## config.mk

```make
export PLATFORM = sky130hd
export DESIGN_NAME = issue_wb_slots
export DESIGN_NICKNAME = d
export VERILOG_FILES = /design/src/rtl/issue_wb_slots.sv
export SDC_FILE = /design/constraint.sdc
export NUM_CORES = 1
export LEC_CHECK = 0
export BUFFER_PORTS_ARGS = -buffer_cell sky130_fd_sc_hd__buf_2
export CAP_MARGIN = 40
export CORE_UTILIZATION = 35
export CTS_CLUSTER_SIZE = 24
export DETAILED_ROUTE_END_ITERATION = 16
export MAX_ROUTING_LAYER = met4
export PLACE_DENSITY = 0.56
export SLEW_MARGIN = 20
export SYNTH_ARGS = -nofsm -noshare
export SYNTH_HDL_FRONTEND = slang
export SYNTH_SLANG_ARGS = --single-unit
```

## constraint.sdc

```tcl
create_clock -name clk -period 4.3 [get_ports clk]
set_input_delay 0.43 -clock clk [delete_from_list [all_inputs] [get_ports clk]]
set_output_delay 0.43 -clock clk [all_outputs]
set_load 0.02 [all_outputs]
```

## src/rtl/issue_wb_slots.sv

```systemverilog
// One reservation per future cycle for the single register-file write port.
module issue_wb_slots #(
  parameter int SLOTS = 25,
  parameter int RW    = 5,
  parameter int LATW  = 5
) (
  input  logic            clk,
  input  logic            rst,
  input  logic            claim_i,
  input  logic [LATW-1:0] lat_i,
  input  logic [RW-1:0]   dst_i,
  output logic            taken_o,
  output logic            wb_valid_o,
  output logic [RW-1:0]   wb_dst_o
);

  logic [SLOTS-1:0] v_q;
  logic [RW-1:0]    d_q [SLOTS];

  // A claim of latency L lands at post-shift index L, i.e. pre-shift index L+1.
  always_comb begin
    taken_o = 1'b0;
    for (int i = 1; i < SLOTS; i++) begin
      if (int'(lat_i) + 1 == i) taken_o = v_q[i];
    end
  end

  for (genvar i = 0; i < SLOTS; i++) begin : g_slot
    if (i < SLOTS - 1) begin : g_mid
      always_ff @(posedge clk) begin
        if (rst) begin
          v_q[i] <= 1'b0;
        end else if (claim_i && lat_i == LATW'(i)) begin
          v_q[i] <= 1'b1;
          d_q[i] <= dst_i;
        end else begin
          v_q[i] <= v_q[i+1];
          d_q[i] <= d_q[i+1];
        end
      end
    end else begin : g_last
      always_ff @(posedge clk) begin
        if (rst) begin
          v_q[i] <= 1'b0;
        end else if (claim_i && lat_i == LATW'(i)) begin
          v_q[i] <= 1'b1;
          d_q[i] <= dst_i;
        end else begin
          v_q[i] <= 1'b0;
        end
      end
    end
  end

  assign wb_valid_o = v_q[0];
  assign wb_dst_o   = d_q[0];

endmodule

```

[Word-level counts from Yosys, hierarchy flattened]
Memories as Yosys holds them, arrays and structs flattened.
Index checks and enable logic that the tools add are counted.
Cells by class
  equality and inequality tests: 48
  bitwise gates (word level): 24
  mux-type cells: 219
  add/subtract/negate cells: 1
  reductions and logical operators: 26
Operators by type and width (number)
  $eq 32x5->1 const B: 8
  $eq 32x6->1 const B: 8
  $mux 1: 195
  $eq 32x4->1 const B: 4
  $mux 5: 24
  $eq 32x3->1 const B: 2
  $eq 5x5->1 const B: 9
  $eq 5x4->1 const B: 8
  $eq 32x2->1 const B: 1
  $logic_and 1x1->1: 25
  $or 1x1->1: 24
  $eq 5x3->1 const B: 4
  $eq 5x2->1 const B: 2
  $add 5x1->6 const B: 1
  $eq 6x5->1 const B: 1
  $eq 5x1->1 const B: 1
  $logic_not 5->1: 1
Word-level totals
  output and inout port bits: 7
  bits in writable memories: 125
  memories kept: 1
  register bits: 25
  word-level logic and storage cells: 344
  bits of input ports: 13
Memory list
  d_q: words 25, bits a word 5, rd ports 25, clocked after Yosys merged registers in 0, write ports 25, line 18  | logic [RW-1:0] d_q [SLOTS];

[Longest topological paths before layout]
Gate-level depths: netlist (run 1).
  depth in word-level cells: 26
  depth in mapped cells: 10
  depth with buffers taken out: 8

[Worst setup path after synthesis (run 1)]
No wires, ideal clock.
  path type: input-to-output
  start: input lat_i[2]
  end: output taken_o
  required time: 3.870 ns
  arrival time: 2.239 ns
  path buffers: 2
  setup slack: 1.631 ns
  stages: 9
  cell sequence: buf_2 nand2_1 nor2_1 ha_1 clkbuf_1 o311ai_0 a221oi_1 a22oi_1 o2bb2ai_1
Between the ends
  longest elaborated chain between the ends: 26
  elaborated cells between the ends (all ways): 49
  classes of those cells: add/sub (1); eq/ne (24); mux (24)
Ends and longest elaborated chain
  start, declared: line 10  | input logic [LATW-1:0] lat_i,
  $add 5x1->6 *: line 24  | if (int'(lat_i) + 1 == i) taken_o = v_q[i];
  $eq 32x2->1: line 24
  $mux 1 (23 in series): line 24
  $mux 1 *: line 24
  end, declared: line 12  | output logic taken_o,
Every way passes the cells marked *; elsewhere a longest branch is shown, timed or not.

[Final worst setup path (run 1)]
  start: input lat_i[0]
  end: output taken_o
Same word-level chain as after synthesis.

==> results of run 1 <==
metrics by stage:
| stage | total power, mW | worst slack (ns) | hold WS [ns] |
|---|---|---|---|
| 2_1_floorplan | 1.93 | 1.63 | 0.431 |
| 3_3_place_gp | 1.99 | 1.39 | 0.453 |
| 3_5_place_dp | 2.00 | 1.28 | 0.456 |
| 4_1_cts | 3.43 | 1.29 | 0.391 |
| 5_1_grt | 3.52 | 1.16 | 0.406 |
| 6_report | 3.39 | 1.27 | 0.420 |
cells by family after synthesis:
group,synth area share
buffers and inverters,0.0367
AND/OR/NAND/NOR,0.0836
multiplexers,0.215
adder cells (fa/ha/maj),0.00187
AO/OA/AOI/OAI,0.0251
flip-flops,0.637
critical path, delay by kind of cell:
kind            cells  cell delay [ns]
fa+ha+maj           1             0.31
buf+inv             2             0.59
compound gates      4             0.89
simple gates        2             0.36
state kept, by name (all words and copies together) (netlist names):
name,count
wb_valid_o,1
v_q,24
d_q,125
worst paths after layout:
| check | start | end | slack [ns] | depth (start not counted) |
|---|---|---|---|---|
| worst max register to register | d_q[1][30] | d_q[1][25] | 3.37 | 1 |
| worst min-delay path | claim_i | v_q[15] | 0.42 | 3 |
| worst min register to register | v_q[23] | v_q[22] | 0.47 | 2 |
| worst max-delay path | lat_i[0] | taken_o | 1.27 | 9 |
power groups by stage:
stage                     sequential [mW]  combinational [mW]  clock [mW]
after CTS                            1.71               0.267        1.45
after detailed placement             1.74               0.266           0
final                                1.71               0.264        1.42
after global routing                 1.71               0.289        1.52
after floorplan                      1.73               0.206           0
after global placement               1.74               0.258           0
cell usage after synthesis, types with 2 or more instances:
| master | instances | area [um^2] |
|---|---|---|
| edfxtp_1 | 125 | 3750 |
| clkbuf_1 | 13 | 48.8 |
| dfxtp_1 | 25 | 500 |
| buf_2 | 7 | 35.0 |
| nor2_1 | 86 | 323 |
| mux2i_1 | 4 | 40.0 |
| a221oi_1 | 3 | 26.3 |
| inv_1 | 26 | 97.6 |
| nor2_2 | 5 | 31.3 |
| buf_1 | 5 | 18.8 |
| or2_2 | 2 | 12.5 |
| buf_4 | 6 | 45.0 |
| o32a_1 | 2 | 20.0 |
| nor3_1 | 6 | 30.0 |
| nand3_1 | 3 | 15.0 |
| o221ai_1 | 2 | 17.5 |
| mux2_2 | 124 | 1400 |
| nand2_1 | 5 | 18.8 |
| nand2b_1 | 5 | 31.3 |
| a21oi_1 | 5 | 25.0 |
per-layer routing:
metal,track usage,part of all wire
met1,0.177,0.46
met5,-,0
met2,0.229,0.48
met4,0.0515,0.017
met3,0.0397,0.041
cells in the final DEF (no fill, tap or decap), types with 2 or more instances in the layout:
| cell type | count |
|---|---|
| nand2_1 | 5 |
| nand2b_1 | 5 |
| or2_2 | 2 |
| nor2_2 | 5 |
| inv_1 | 26 |
| o221ai_1 | 2 |
| clkinv_4 | 3 |
| a221oi_1 | 3 |
| nor3_1 | 6 |
| clkinv_2 | 8 |
| dfxtp_1 | 25 |
| nor2_1 | 86 |
| edfxtp_1 | 125 |
| buf_2 | 20 |
| bufinv_16 | 2 |
| o32a_1 | 2 |
| a21oi_1 | 5 |
| clkbuf_16 | 17 |
| mux2_2 | 124 |
| mux2i_1 | 4 |
| nand3_1 | 3 |
final cells by class:
class | count | area, um^2
clock buffer | 18 | 429
tap | 234 | 293
inverter | 26 | 97.6
multi-input combinational | 274 | 2170
fill | 1734 | 11200
sequential | 150 | 4250
timing repair buffer | 22 | 128
clock inverter | 14 | 135
==> impl_metrics.py, run 1 <==
metrics = {
    "clock_tree": {
        "path_clk_slew_ns": 0.06,
        "cts_sinks": 150,
        "cts_setup_buffers": 0,
        "cts_made_buffers": 17,
        "holdBufCountCts": 0,
        "clk_latency_ns": 0.41,
        "cts_tree": "built",
        "root_buffer": "clkbuf_16",
        "clock_path_buffers": 2,
        "post_cts_resized": 0,
        "htree_levels": 4,
    },
    "drt": {
        "first_pass_iters": 4,
        "final_antenna_net_count": 0,
        "via_count": 3686,
        "wl_mm": 12.7,
        "drc": 0,
        "vias_per_cell": 4.99,
        "wl_per_cell_um": 17.2,
        "drt_iter0_drc": 223,
    },
    "pwr": {
        "swShare": 0.218,
        "power_frac_seq": 0.504,
        "p_int_mw": 2.65,
        "p_switching_uw": 740,
        "peakVddDrop_mv": 0.219,
        "powerDensity_mw_per_mm2": 451,
        "pwr-share-comb": 0.078,
        "p_leak_nw": 2.71,
        "pwr-share-clk": 0.419,
    },
    "global_routing": {
        "grt_max_degree": 41,
        "antenna_found_initial": 0,
        "grt_overflow": 0,
        "grt_usage": 0.145,
        "grt_pass1_vias": 3942,
        "grt_pass1_wl_mm": 21.0,
    },
    "floorplan": {
        "fp-row-count": 50,
        "initial_core_util": 0.357,
        "die_h_um": 140,
        "dieArea_mm2": 0.0196,
        "ios": 20,
        "die_w_um": 140,
        "core_mm2": 0.0187,
    },
    "placement": {
        "place_hpwl_mm": 8.44,
        "dp.cells": 705,
        "place_congestion": 0.820,
        "placed_cell_area_mm2": 0.00694,
        "portBuffers": 19,
    },
    "timing": {
        "setup_tns_ns": 0,
        "period_minus_slack_ns": 3.03,
        "rsz0062_at_grt": "no",
        "final-setup-viol-count": 0,
        "max_freq_mhz": 330,
        "finalHoldViolCount": 0,
        "slew_headroom": 0.621,
        "post-route-period-util": 0.706,
        "fin_skew_ns": 0.00601,
        "worst_pin_slew_ns": 0.568,
        "finalMaxSlewViolations": 0,
    },
    "setup_path": {
        "crit_fanout": 22,
        "critPathSlowestCell": "buf_2",
        "crit_path_frequent_cell": "buf_2",
        "crit_type": "primary input to output port",
        "required_ns": 3.87,
        "arrival_ns": 2.60,
        "path_cells": "buf_2, nand2_4, nor2_1, ha_1, o311ai_0, a221oi_1, a22oi_1, o2bb2ai_1, buf_2",
        "setup.worst_path.start_class": "primary input",
        "end_kind": "output port",
        "critPathMaxStageDelay_ns": 0.38,
    },
    "synthesis": {
        "synth_cell_type_count": 42,
        "netlist_area_mm2": 0.00667,
        "ys.flop_type": "edfxtp_1",
        "syn_nets": 495,
        "synth_edf_count": 125,
        "synth-seq-cells": 150,
        "yosys_warnings": 0,
        "async_flop_share": 0,
        "ys_seq_area_frac": 0.637,
        "synth.avg_cell_area_um2": 13.9,
        "synth_cells": 481,
    },
    "cells_and_area": {
        "n_antenna_cell": 0,
        "fin_area_mm2": 0.00751,
        "fin_nets": 505,
        "instances_no_fill": 738,
        "fin_util": 0.402,
        "drive_gt1_frac": 0.373,
        "area_growth_pct": 12.5,
    },
    "flow_run": {
        "cap_violations": 0,
    },
    "worst_hold_path": {
        "hp-class": "primary input to flip-flop",
    },
    "outcome": {
        "status": "completed",
    },
}
No activity file was read; power rests on OpenSTA's default activity.
==> run 2: changes to the inputs <==
--- a/config.mk
+++ b/config.mk
@@ -11,7 +11,7 @@
 export CTS_CLUSTER_SIZE = 24
 export DETAILED_ROUTE_END_ITERATION = 16
 export MAX_ROUTING_LAYER = met4
-export PLACE_DENSITY = 0.56
+export PLACE_DENSITY = 0.58
 export SLEW_MARGIN = 20
 export SYNTH_ARGS = -nofsm -noshare
 export SYNTH_HDL_FRONTEND = slang
==> constraint.sdc (replaced) <==
create_clock -name clk -period 2.7 [get_ports clk]
set_input_delay 0.27 -clock clk [delete_from_list [all_inputs] [get_ports clk]]
set_output_delay 0.27 -clock clk [all_outputs]
set_load 0.02 [all_outputs]
==> run 2 against run 1 <==
  * Sequential power is 59% higher
  * Non-clock buffer count grew 4
  * Combinational power grew 62%
  * Global-route usage about the same
  * Critical endpoint unchanged
==> impl_metrics.py, run 2 (synthesized netlist as in run 1, its figures left out) <==
metrics = {
    "timing": {
        "worst_pin_slew_ns": 0.604,
        "fin_skew_ns": 0.00639,
        "finalMaxSlewViolations": 0,
        "final-setup-viol-count": 0,
        "whs_ns": 0.236,
        "setup_tns_ns": 0,
        "max_freq_mhz": 395,
        "period_minus_slack_ns": 2.53,
        "rsz0062_at_grt": "no",
        "finalHoldViolCount": 0,
        "slew_headroom": 0.597,
        "post-route-period-util": 0.937,
    },
    "cells_and_area": {
        "fin_util": 0.401,
        "drive_gt1_frac": 0.366,
        "area_growth_pct": 12.4,
        "n_antenna_cell": 0,
        "layout_commonest_cell": "edfxtp_1",
        "fill_cells": 1731,
        "multiInputGateArea_mm2": 0.00217,
        "area.sequential_mm2": 0.00425,
        "largest_reg_flops": 125,
        "mostFrequentLayoutCells": "edfxtp_1, mux2_2, nor2_1, inv_1, dfxtp_1",
        "regMostFlops": "d_q",
        "fin_nets": 509,
    },
    "setup_path": {
        "endpoint": "taken_o",
        "end_kind": "output port",
        "required_ns": 2.43,
        "arrival_ns": 2.26,
        "critPathMaxStageDelay_ns": 0.33,
        "setup.worst_path.start_class": "primary input",
        "r2r-end": "d_q[1][26]",
        "crit_fanout": 16,
        "crit_type": "primary input to output port",
        "critPathSlowestCell": "a221oi_1",
        "ff2ff_setup_slack_ns": 1.75,
        "ff2ff_path_depth": 1,
        "cp-startpoint": "lat_i[2]",
        "path_cells": "buf_2, nand2_1, nor2_1, ha_1, o311ai_0, a221oi_1, a22oi_1, o2bb2ai_1, buf_2",
        "r2r-start": "d_q[1][31]",
        "crit_path_frequent_cell": "buf_2",
    },
    "drt": {
        "first_pass_iters": 5,
        "via_count": 3665,
        "vias_per_cell": 4.95,
        "wl_mm": 12.5,
        "final_antenna_net_count": 0,
        "wl_per_cell_um": 16.9,
        "drt_iter0_drc": 257,
        "drc": 0,
    },
    "global_routing": {
        "grt_max_degree": 33,
        "antenna_found_initial": 0,
        "grt_overflow": 0,
        "grt_pass1_vias": 3970,
        "grt_pass1_wl_mm": 21.1,
        "grt_usage": 0.145,
    },
    "clock_tree": {
        "root_buffer": "clkbuf_16",
        "cts_tree": "built",
        "clock_path_buffers": 2,
        "cts_setup_buffers": 0,
        "clk_latency_ns": 0.42,
        "htree_levels": 4,
        "cts_sinks": 150,
        "holdBufCountCts": 0,
        "post_cts_resized": 0,
        "path_clk_slew_ns": 0.06,
        "cts_made_buffers": 17,
    },
    "floorplan": {
        "die_h_um": 140,
        "fp-row-count": 50,
        "core_mm2": 0.0187,
        "dieArea_mm2": 0.0196,
        "ios": 20,
        "initial_core_util": 0.357,
        "die_w_um": 140,
    },
    "pwr": {
        "powerDensity_mw_per_mm2": 700,
        "p_leak_nw": 2.69,
        "p_total_mw": 5.25,
        "peakVddDrop_mv": 0.421,
    },
    "placement": {
        "portBuffers": 19,
        "place_hpwl_mm": 8.24,
        "place_congestion": 0.878,
    },
    "flow_run": {
        "cap_violations": 0,
    },
    "outcome": {
        "status": "completed",
    },
    "worst_hold_path": {
        "hp-class": "primary input to flip-flop",
    },
}
[run 2: cell count changes in the layout (fill, tap and decap cells not counted), sizes merged]
| cell | before | now |
|---|---|---|
| buf | 22 | 26 |
| bufinv | 2 | 1 |
| clkbuf | 18 | 20 |
| clkinv | 11 | 6 |
| clkinvlp | 0 | 2 |
[run 2: worst max-delay path, delay by kind of cell]
family | cells | cell delay (ns)
AND/OR/NAND/NOR | 2 | 0.32
AO/OA/AOI/OAI | 4 | 0.88
adder cells (fa/ha/maj) | 1 | 0.32
buffers and inverters | 2 | 0.45
[run 2: cell type report]
cell class,instances,share of cell area
Timing Repair Buffer,26,0.0214
Multi-Input combinational cell,274,0.290
Tap cell,234,0.0390
Clock buffer,20,0.0582
Inverter,26,0.0130
Sequential cell,150,0.567
Clock inverter,10,0.0112
[run 2: metrics by stage]
| step | cells | cell area, um^2 | setup slack (ns) |
|---|---|---|---|
| final | 740 | 7500 | 0.171 |
| after detailed placement | 710 | 6980 | 0.232 |
| after CTS | 740 | 7500 | 0.211 |
| after global placement | 710 | 6980 | 0.296 |
| after global routing | 740 | 7500 | 0.0392 |
| after floorplan | 481 | 6670 | 0.351 |
[run 2: worst min-delay path by stage]
| stage | start | endpoint | slack (ns) | cells after the start |
|---|---|---|---|---|
| final | claim_i | v_q[15] | 0.24 | 3 |
| after global routing | claim_i | v_q[15] | 0.28 | 3 |
| after CTS | claim_i | v_q[15] | 0.23 | 3 |
| after detailed placement | v_q[10] | v_q[9] | 0.45 | 2 |
| after global placement | v_q[14] | v_q[13] | 0.45 | 2 |
| after floorplan | dst_i[0] | d_q[1][40] | 0.37 | 0 |
[run 2: routing by layer]
layer  GRT usage  vias up  part of all wire
met5           -        -                 0
met4      0.0549        0             0.013
met3      0.0403       11             0.041
met2       0.222       65              0.49
met1       0.183     1815              0.46
li1            -     1774                 -
[run 2: power breakdown]
group / internal [mW] / switching [mW] / total (mW)
clock: 1.24 / 0.866 / 2.11
sequential: 2.68 / 0.0349 / 2.72
combinational: 0.193 / 0.233 / 0.427
==> run 3: changes to the inputs <==
--- a/config.mk
+++ b/config.mk
@@ -7,12 +7,13 @@
 export LEC_CHECK = 0
 export BUFFER_PORTS_ARGS = -buffer_cell sky130_fd_sc_hd__buf_2
 export CAP_MARGIN = 40
-export CORE_UTILIZATION = 35
+export CORE_UTILIZATION = 55
 export CTS_CLUSTER_SIZE = 24
 export DETAILED_ROUTE_END_ITERATION = 16
 export MAX_ROUTING_LAYER = met4
-export PLACE_DENSITY = 0.58
+export PLACE_DENSITY = 0.81
 export SLEW_MARGIN = 20
 export SYNTH_ARGS = -nofsm -noshare
 export SYNTH_HDL_FRONTEND = slang
 export SYNTH_SLANG_ARGS = --single-unit
+export TNS_END_PERCENT = 5
==> run 3 against run 2 <==
  * Highest routed layer unchanged
  * Sequential share of layout area shrank 0.27 points
  * Largest cell class unchanged
  * Global-route usage grew 6.8 points
  * Die area shrank 36%
  * Sequential cell count is the same
  * Critical path depth is the same
  * Register-to-register slack is essentially flat
  * The run now ends with DRC left
  * Count of clock-buffer cells in the layout shrank 1
==> impl_metrics.py, run 3 (synthesized netlist as in run 1, its figures left out) <==
metrics = {
    "clock_tree": {
        "post_cts_resized": 0,
        "path_clk_slew_ns": 0.06,
        "cts_tree": "built",
        "cts_sinks": 150,
        "root_buffer": "clkbuf_16",
        "clk_latency_ns": 0.43,
        "htree_levels": 4,
        "cts_made_buffers": 17,
        "holdBufCountCts": 0,
        "clock_path_buffers": 2,
        "cts_setup_buffers": 0,
    },
    "timing": {
        "final-setup-viol-count": 0,
        "fin_skew_ns": 0.00808,
        "rsz0062_at_grt": "no",
        "period_minus_slack_ns": 2.43,
        "whs_ns": 0.173,
        "finalMaxSlewViolations": 0,
        "worst_slack_ns": 0.267,
        "finalHoldViolCount": 0,
        "worst_pin_slew_ns": 0.550,
        "setup_tns_ns": 0,
        "max_freq_mhz": 411,
        "slew_headroom": 0.634,
        "post-route-period-util": 0.901,
    },
    "floorplan": {
        "core_mm2": 0.0116,
        "ios": 20,
        "die_w_um": 112,
        "fp-row-count": 39,
        "dieArea_mm2": 0.0126,
        "initial_core_util": 0.575,
        "die_h_um": 112,
    },
    "global_routing": {
        "grt_util_met3": 0.0578,
        "grt_busiest_layer": "met2",
        "grt_max_degree": 45,
        "grt_pass1_wl_mm": 19.6,
        "grt_pass1_vias": 3908,
        "antenna_found_initial": 0,
        "grt_overflow": 0,
        "grt_use_met1": 0.252,
        "grt.met2_usage": 0.343,
        "grt_usage": 0.213,
    },
    "worst_hold_path": {
        "hold_path_depth": 2,
        "min_from": "rst",
        "worstHoldEndpoint": "v_q[23]",
        "hp-class": "primary input to flip-flop",
    },
    "cells_and_area": {
        "layout_commonest_cell": "edfxtp_1",
        "area_growth_pct": 12.9,
        "fin_nets": 509,
        "mostFrequentLayoutCells": "edfxtp_1, mux2_2, nor2_1, inv_1, dfxtp_1",
        "fill_cells": 825,
        "area.sequential_mm2": 0.00425,
        "n_antenna_cell": 0,
        "regMostFlops": "d_q",
        "largest_reg_flops": 125,
        "multiInputGateArea_mm2": 0.00217,
        "drive_gt1_frac": 0.378,
    },
    "drt": {
        "wl_per_cell_um": 18.2,
        "first_pass_iters": 10,
        "via_count": 3691,
        "vias_per_cell": 5.67,
        "drt_iter0_drc": 192,
        "drc": 2,
        "final_antenna_net_count": 0,
        "wl_mm": 11.8,
    },
    "setup_path": {
        "crit_fanout": 18,
        "r2r-start": "d_q[1][22]",
        "ff2ff_path_depth": 1,
        "crit_type": "primary input to output port",
        "required_ns": 2.43,
        "end_kind": "output port",
        "setup.worst_path.start_class": "primary input",
        "r2r-end": "d_q[1][17]",
        "arrival_ns": 2.16,
        "ff2ff_setup_slack_ns": 1.74,
    },
    "placement": {
        "dp_slack_ns": 0.248,
        "place_congestion": 0.883,
        "portBuffers": 19,
        "place_hpwl_mm": 7.67,
    },
    "outcome": {
        "violations": "DRC",
        "status": "finished with violations",
    },
    "pwr": {
        "p_int_mw": 4.63,
        "pwr-share-clk": 0.460,
        "swShare": 0.203,
        "power_frac_seq": 0.468,
        "p_total_mw": 5.80,
        "p_leak_nw": 2.76,
        "powerDensity_mw_per_mm2": 770,
        "p_switching_mw": 1.18,
        "pwr-share-comb": 0.072,
        "peakVddDrop_mv": 0.535,
    },
    "flow_run": {
        "cap_violations": 0,
    },
}
run 3: cell types whose count changed in the layout (fill, tap and decap cells not counted), sizes merged:
cell	before	now
clkinv	6	5
bufinv	1	6
inv	27	26
clkbuf	20	19
run 3: cell type report:
cell class	count	area share
flip-flops and latches	150	0.565
multi-input cells	274	0.289
clock buffers	19	0.0588
clock inverters	13	0.0302
well taps	143	0.0237
repair buffers	26	0.0213
inverters	26	0.0130
run 3: worst max path at each step:
stage	startpoint	end	slack (ns)	cells after the start
global route	lat_i[1]	taken_o	0.09	10
detailed placement	lat_i[1]	taken_o	0.25	9
finish	lat_i[1]	taken_o	0.27	9
global placement	lat_i[1]	taken_o	0.29	9
floorplan	lat_i[2]	taken_o	0.35	9
CTS	lat_i[1]	taken_o	0.25	9
run 3: critical path, cell delays in order:
cell and delay, ns:
buf_2 0.30, nand2_4 0.07, nor2_1 0.22, ha_1 0.33, o311ai_0 0.19, a221oi_1 0.30, a22oi_1 0.14, o2bb2ai_1 0.16
buf_2 0.19
run 3: stage by stage:
step	util	std cells	area [um^2]
after floorplan	-	481	6670
after global placement	0.591	619	6870
after detailed placement	0.591	619	6870
after CTS	0.649	651	7540
after global routing	0.649	651	7540
final	0.649	651	7540
run 3: power groups by stage:
stage          clock [mW]  combinational, mW  sequential (mW)
6_report             2.67              0.419             2.72
5_1_grt              2.78              0.459             2.73
4_1_cts              2.68              0.424             2.72
3_5_place_dp            0              0.418             2.76
3_3_place_gp            0              0.406             2.76
2_1_floorplan           0              0.329             2.75
run 3: metal layers:
metal / routed length (um) / vias to the layer above
li1: - / 1783
met1: 5240 / 1845
met2: 5970 / 43
met3: 394 / 20
met4: 225 / 0
met5: 0 / -
